## src/rtl/secmode_pkg.sv

```systemverilog
package secmode_pkg;

    localparam int DATA_W = 8;
    localparam int ADDR_W = 2;

    localparam logic [ADDR_W-1:0] A_MODE = 2'd0;
    localparam logic [ADDR_W-1:0] A_REQ  = 2'd1;
    localparam logic [ADDR_W-1:0] A_KEY  = 2'd2;
    localparam logic [ADDR_W-1:0] A_CODE = 2'd3;

    typedef enum logic [2:0] {
        M_NORMAL = 3'd0,
        M_INTR   = 3'd1,
        M_FLASH  = 3'd2,
        M_RESET  = 3'd3,
        M_INIT   = 3'd4
    } mode_e;

    typedef struct packed {
        logic              valid;
        logic              write;
        logic [ADDR_W-1:0] addr;
        logic [DATA_W-1:0] data;
    } cmd_t;

    typedef struct packed {
        logic  grant;
        mode_e target;
    } grant_t;

    function automatic logic req_legal(input mode_e cur, input logic [2:0] tgt);
        logic ok;
        case (tgt)
            3'd1, 3'd2, 3'd3: ok = (cur == M_NORMAL);
            3'd4:             ok = (cur != M_INIT);
            default:          ok = 1'b0;
        endcase
        return ok;
    endfunction

    function automatic logic is_wr(input cmd_t c, input logic [ADDR_W-1:0] a);
        return c.valid && c.write && (c.addr == a);
    endfunction

endpackage

```

## src/rtl/secmode_lfsr.sv

```systemverilog
module secmode_lfsr
    import secmode_pkg::*;
#(
    parameter logic [DATA_W-1:0] SEED = 8'h5A,
    parameter logic [DATA_W-1:0] TAPS = 8'hB8
) (
    input  logic              clk,
    input  logic              rst,
    output logic [DATA_W-1:0] state,
    output logic [DATA_W-1:0] state_nxt
);

    // Galois form, shifting right; the feedback mask is applied when bit 0 is set
    always_comb begin
        state_nxt = state >> 1;
        if (state[0]) state_nxt = state_nxt ^ TAPS;
    end

    always_ff @(posedge clk) begin
        if (rst) state <= SEED;
        else     state <= state_nxt;
    end

    // the source never falls into the all-zero lock-up state
    a_r10_lfsr_nonzero: assert property (@(posedge clk) disable iff (rst)
        state != '0);

endmodule

```

## src/rtl/secmode_challenge.sv

```systemverilog
module secmode_challenge
    import secmode_pkg::*;
(
    input  logic              clk,
    input  logic              rst,
    input  cmd_t              cmd,
    input  mode_e             cur_mode,
    input  logic              mode_changing,
    input  logic [DATA_W-1:0] rnd_now,
    input  logic [DATA_W-1:0] rnd_nxt,
    output logic [DATA_W-1:0] code,
    output logic              pending,
    output grant_t            grant
);

    mode_e             tgt_q;
    logic              req_hit;
    logic              key_hit;
    logic [DATA_W-1:0] fresh;

    assign req_hit = is_wr(cmd, A_REQ) && req_legal(cur_mode, cmd.data[2:0]) && !mode_changing;
    assign key_hit = is_wr(cmd, A_KEY) && pending;
    // never hand out the same challenge twice in a row
    assign fresh   = (rnd_now == code) ? rnd_nxt : rnd_now;

    always_comb begin
        grant.grant  = key_hit && (cmd.data == ~code);
        grant.target = tgt_q;
    end

    always_ff @(posedge clk) begin
        if (rst) begin
            pending <= 1'b0;
            code    <= '0;
            tgt_q   <= M_INIT;
        end else if (req_hit) begin
            pending <= 1'b1;
            code    <= fresh;
            tgt_q   <= mode_e'(cmd.data[2:0]);
        end else if (key_hit || mode_changing) begin
            pending <= 1'b0;
        end
    end

    a_r10_code_nonzero: assert property (@(posedge clk) disable iff (rst)
        pending |-> code != '0);

    a_r5_code_fresh: assert property (@(posedge clk) disable iff (rst)
        req_hit |=> code != $past(code));

    a_r7_wrong_key_cancels: assert property (@(posedge clk) disable iff (rst)
        (key_hit && cmd.data != ~code) |=> !pending);

    a_r4_read_keeps_code: assert property (@(posedge clk) disable iff (rst)
        (cmd.valid && !cmd.write) |=> $stable(code));

endmodule

```

## src/rtl/secmode_fsm.sv

```systemverilog
module secmode_fsm
    import secmode_pkg::*;
#(
    parameter int RESET_HOLD = 16
) (
    input  logic   clk,
    input  logic   rst,
    input  cmd_t   cmd,
    input  grant_t grant,
    output mode_e  mode,
    output logic   mode_chg,
    output logic   changing
);

    localparam int CNT_W = $clog2(RESET_HOLD + 1);
    localparam logic [CNT_W-1:0] CNT_LAST = CNT_W'(RESET_HOLD - 1);

    logic [CNT_W-1:0] cnt;
    mode_e            nxt;
    logic             plain_ok;

    assign plain_ok = is_wr(cmd, A_MODE) && (cmd.data == '0) &&
                      (mode == M_INIT || mode == M_INTR || mode == M_FLASH);

    always_comb begin
        nxt = mode;
        if (grant.grant)                            nxt = grant.target;
        else if (plain_ok)                          nxt = M_NORMAL;
        else if (mode == M_RESET && cnt == CNT_LAST) nxt = M_INIT;
    end

    assign changing = (nxt != mode);

    always_ff @(posedge clk) begin
        if (rst) begin
            mode     <= M_INIT;
            mode_chg <= 1'b0;
            cnt      <= '0;
        end else begin
            mode     <= nxt;
            mode_chg <= changing;
            cnt      <= (mode == M_RESET && nxt == M_RESET) ? cnt + 1'b1 : '0;
        end
    end

    a_r6_pulse_marks_change: assert property (@(posedge clk) disable iff (rst)
        mode_chg |-> mode != $past(mode));

    a_r3_critical_from_normal: assert property (@(posedge clk) disable iff (rst)
        (mode != $past(mode) && (mode == M_INTR || mode == M_FLASH || mode == M_RESET))
        |-> $past(mode) == M_NORMAL);

    a_r9_reset_expires: assert property (@(posedge clk) disable iff (rst)
        (mode == M_RESET && cnt == CNT_LAST && !grant.grant) |=> mode == M_INIT);

    a_r9_count_bound: assert property (@(posedge clk) disable iff (rst)
        cnt <= CNT_LAST);

endmodule

```

## src/rtl/secmode_unlock.sv

```systemverilog
module secmode_unlock
    import secmode_pkg::*;
#(
    parameter int                RESET_HOLD = 16,
    parameter logic [DATA_W-1:0] LFSR_SEED  = 8'h5A,
    parameter logic [DATA_W-1:0] LFSR_TAPS  = 8'hB8
) (
    input  logic              clk,
    input  logic              rst,
    input  logic              cmd_valid,
    input  logic              cmd_write,
    input  logic [ADDR_W-1:0] cmd_addr,
    input  logic [DATA_W-1:0] cmd_wdata,
    output logic [DATA_W-1:0] rd_data,
    output logic [2:0]        mode_o,
    output logic              mode_chg
);

    cmd_t              cmd;
    logic [DATA_W-1:0] rnd_now, rnd_nxt, code;
    logic              pending, changing;
    grant_t            grant;
    mode_e             mode;

    always_comb begin
        cmd.valid = cmd_valid;
        cmd.write = cmd_write;
        cmd.addr  = cmd_addr;
        cmd.data  = cmd_wdata;
    end

    secmode_lfsr #(.SEED(LFSR_SEED), .TAPS(LFSR_TAPS)) u_lfsr (
        .clk       (clk),
        .rst       (rst),
        .state     (rnd_now),
        .state_nxt (rnd_nxt)
    );

    secmode_challenge u_chal (
        .clk           (clk),
        .rst           (rst),
        .cmd           (cmd),
        .cur_mode      (mode),
        .mode_changing (changing),
        .rnd_now       (rnd_now),
        .rnd_nxt       (rnd_nxt),
        .code          (code),
        .pending       (pending),
        .grant         (grant)
    );

    secmode_fsm #(.RESET_HOLD(RESET_HOLD)) u_fsm (
        .clk      (clk),
        .rst      (rst),
        .cmd      (cmd),
        .grant    (grant),
        .mode     (mode),
        .mode_chg (mode_chg),
        .changing (changing)
    );

    assign mode_o = mode;

    always_ff @(posedge clk) begin
        if (rst) begin
            rd_data <= '0;
        end else if (cmd_valid && !cmd_write) begin
            case (cmd_addr)
                A_MODE:  rd_data <= {pending, 4'b0000, mode};
                A_CODE:  rd_data <= code;
                default: rd_data <= '0;
            endcase
        end
    end

    a_r4_read_keeps_mode: assert property (@(posedge clk) disable iff (rst)
        (cmd_valid && !cmd_write && mode != M_RESET) |=> (!mode_chg && mode_o == $past(mode_o)));

    a_r8_idle_key_inert: assert property (@(posedge clk) disable iff (rst)
        (cmd_valid && cmd_write && cmd_addr == A_KEY && !pending && mode != M_RESET)
        |=> !mode_chg);

endmodule

```

## config.mk

```make
export PLATFORM = sky130hd
export DESIGN_NAME = secmode_unlock
export DESIGN_NICKNAME = d
export VERILOG_FILES = /design/src/rtl/secmode_pkg.sv /design/src/rtl/secmode_lfsr.sv /design/src/rtl/secmode_challenge.sv /design/src/rtl/secmode_fsm.sv /design/src/rtl/secmode_unlock.sv
export SDC_FILE = /design/constraint.sdc
export NUM_CORES = 1
export LEC_CHECK = 0
export BUFFER_PORTS_ARGS = -buffer_cell sky130_fd_sc_hd__buf_2
export CORE_MARGIN = 4
export CORE_UTILIZATION = 45
export CTS_CLUSTER_DIAMETER = 120
export DETAILED_ROUTE_END_ITERATION = 8
export GPL_ROUTABILITY_DRIVEN = 0
export PLACE_DENSITY_LB_ADDON = 0.2
export SLEW_MARGIN = 20
export SYNTH_ARGS = -nofsm -noshare
export SYNTH_HDL_FRONTEND = slang
export SYNTH_HIERARCHICAL = 1
export SYNTH_SLANG_ARGS = --single-unit
```

## constraint.sdc

```tcl
create_clock -name clk -period 3.75 [get_ports clk]
set_clock_uncertainty 0.05 [all_clocks]
set_input_delay 0.1875 -clock clk [delete_from_list [all_inputs] [get_ports clk]]
set_output_delay 0.1875 -clock clk [all_outputs]
set_load 0.05 [all_outputs]
```

==> qor.txt <==
Status - finished, final reports clean
Die Y - 77.2 µm
Initial antenna violation count - 0
Residual DRC - 0
Clock transition at path regs - 70 ps
Worst Setup Start Kind - register
Maxcap violations - 0
Cell area after synthesis - 0.00215 mm²
Io pins - 26
Reg2reg start - u_chal/pending
Crit path max-delay family - simple AND/OR/NAND/NOR gates
Routed len/inst - 16.2 µm
Syn-to-layout area delta - 9.82%
Cell count after synthesis - 228
DR vias/cell - 5.99
Worst hold-check path type - input pin to register
Final period util - 0.805
Buffers on Ports - 25
Worst path cell trace - nand2_1 -> or3_1 -> nor3_1 -> buf_4 -> nand2_1 -> a22oi_1 -> o311a_1 -> nand2_1 -> or4b_2 -> nor2_8 -> a311oi_2
DP Wirelength - 3430 µm
DRT Pass-1 Iters - 4
Clock Power Share - 0.423
Tightest Pin Transition - 662 ps
Worst skew pair latency - 290 ps
TNS Setup - 0 ps
Clk root buf - clkbuf_8
Met3 Routed Length - 259 µm
Post-Route WL - 4850 µm
Postcts setup bufs - 0
Hold Fails Final Rpt - 0
Die extent in x - 77.2 µm
Crit path kind - register to register
Avg Synthesized Cell Area - 9.44 µm²
Final setup fails - 0
H-tree levels - 2
Top Metal Used - met4
Synth cell types - 56
Gr ovfl total - 0
Ys flop type - dfxtp_1
Hold path start - cmd_wdata[1]
RSZ-0062 raised after global routing - no
Post-Syn Nets - 246
FP Rows - 24
Core Area - 0.00450 mm²
Fmax - 0.331 GHz
Overall Global Routing Usage - 0.170
Crit path top cell by count - nand2_1
Vias in the first global route - 1,703
Slew margin rel. - 0.559
Diodes inserted - 0
Sw Share - 0.230
First-pass GRT wire length - 8230 µm
Max incr delay on CP - 750 ps
Post-synth EDFFs - 0
Final min period - 3020 ps
Peak VDD IR - 0.000178 V
Critical path buffers and inverters - 1
Worst Path Arrival - 3110 ps
Async S/R FF share, synth - 0
PD cells - 355 mW/mm²
Int Pwr - 0.000647 W
Seq pwr share - 0.489
Nets - 265
Post-Place Cells - 292
Sw Pwr - 0.000193 W
Post-Layout Cell Count - 300
Clock buffer depth - 2
Crit path max fanout - 10
Post-synthesis register bit count - 37
Vias post-DR - 1,798
Pin count of the biggest net entering global routing - 33
Metal-1 WL - 2320 µm
Sequential area share after synthesis - 0.344
Combinational power share - 0.088
CTS tree - done
Violation count after the first detailed-route iteration - 68
Pins over their slew limit - 0
Number of routed nets with antenna violations - 0
PostCTS Resize Cnt - 0
Clock sink total - 37
Layout cell share with drive strength beyond 1 - 0.262
Pleak - 0.911 nW
Warnings from Yosys - 6
Die area - 0.00596 mm²
CP max stage cell - or4b_2
CP Capture Type - register
CTS Hold Buffers Added - 0
Starting Density - 0.478
Critical path origin - u_chal/pending
Worst Path Required - 3840 ps
Num CTS Buffers - 5
Met2 routed WL - 2240 µm
-- sequential cells by signal, summed over array words and instances (netlist names) --
register / flops
u_chal/tgt_q: 3
u_fsm/cnt: 5
u_fsm/mode: 3
u_lfsr/state: 8
u_chal/code: 8
u_fsm/mode_chg: 1
u_chal/pending: 1
rd_data: 8
-- path summary, 6_finish.rpt --
path / endpoint / slack [ps] / cells after the start
hold reg to reg: rd_data[5] / 400 / 2
hold / removal: u_chal/tgt_q[1] / 160 / 3
setup / recovery: u_chal/code[0] / 730 / 11
setup reg to reg: u_chal/code[0] / 730 / 11
-- stage by stage --
stage / cell area [µm²] / worst slack [ps] / hold WS (ps) / util / total power (W)
2_1_floorplan: 2150 / 942 / 200 / - / 0.000473
3_3_place_gp: 2250 / 712 / 390 / 0.499 / 0.000493
3_5_place_dp: 2250 / 653 / 395 / 0.499 / 0.000493
4_1_cts: 2360 / 734 / 154 / 0.525 / 0.000848
5_1_grt: 2360 / 564 / 188 / 0.525 / 0.000875
6_report: 2360 / 733 / 162 / 0.525 / 0.000840
-- worst register-to-register path, stage by stage, from the launching register on --
cell      delay, ps
dfxtp_1         370
nand2_1          60
or3_1           320
nor3_1          190
buf_4           190
nand2_1          80
a22oi_1         210
o311a_1         220
nand2_1          80
or4b_2          750
nor2_8          220
a311oi_2        120
-- area by class of cell --
class | instances | area (µm²)
Clock inverter | 1 | 30.0
Multi-Input combinational cell | 171 | 1280
Timing Repair Buffer | 28 | 148
Fill cell | 427 | 2140
Sequential cell | 37 | 741
Clock buffer | 7 | 86.3
Tap cell | 52 | 65.1
Inverter | 4 | 15.0
-- cell usage after synthesis (5+ instances only) --
cell type  instances  share of area
buf_4              6          0.021
xor2_1            15          0.061
xnor2_1            9          0.037
o21ai_0           12          0.028
nand3_1           18          0.042
nand4_1            5          0.015
dfxtp_1           37           0.34
nor2_1             6          0.010
a311oi_2           8          0.056
nand2_1           13          0.023
a21oi_1           18          0.042
a22oi_1            5          0.017
-- power groups by stage --
stage          combinational, W  clock, W  sequential (W)
2_1_floorplan         0.0000552         0        0.000418
3_3_place_gp          0.0000730         0        0.000420
3_5_place_dp          0.0000732         0        0.000420
4_1_cts               0.0000738  0.000363        0.000411
5_1_grt               0.0000827  0.000381        0.000412
6_report              0.0000740  0.000355        0.000411
-- placed cells by master, fill, tap and decap left out, types with 5 or more instances in the layout --
cell type  count
a21oi_1       18
a22oi_1        5
a311oi_2       8
buf_2         25
clkbuf_8       6
dfxtp_1       37
nand2_1       13
nand3_1       18
nand4_1        5
nor2_1         6
o21ai_0       12
xnor2_1        9
xor2_1        15
-- kinds of logic (layout without fill, tap and decap cells) --
family / after synthesis / in the layout / share of synthesized area
AND/OR/NAND/NOR: 84 / 84 / 0.258
AO/OA/AOI/OAI: 58 / 58 / 0.208
flip-flops: 37 / 37 / 0.344
XOR/XNOR: 25 / 25 / 0.105
buffers and inverters: 20 / 40 / 0.0616
adder cells (fa/ha/maj): 4 / 4 / 0.0232
-- metal layers --
layer / up-vias / track usage
li1: 879 / -
met1: 865 / 0.230
met2: 52 / 0.258
met3: 2 / 0.0457
met4: 0 / 0.0605
met5: - / 0
Note: power is estimated with default switching activity, not from simulation.
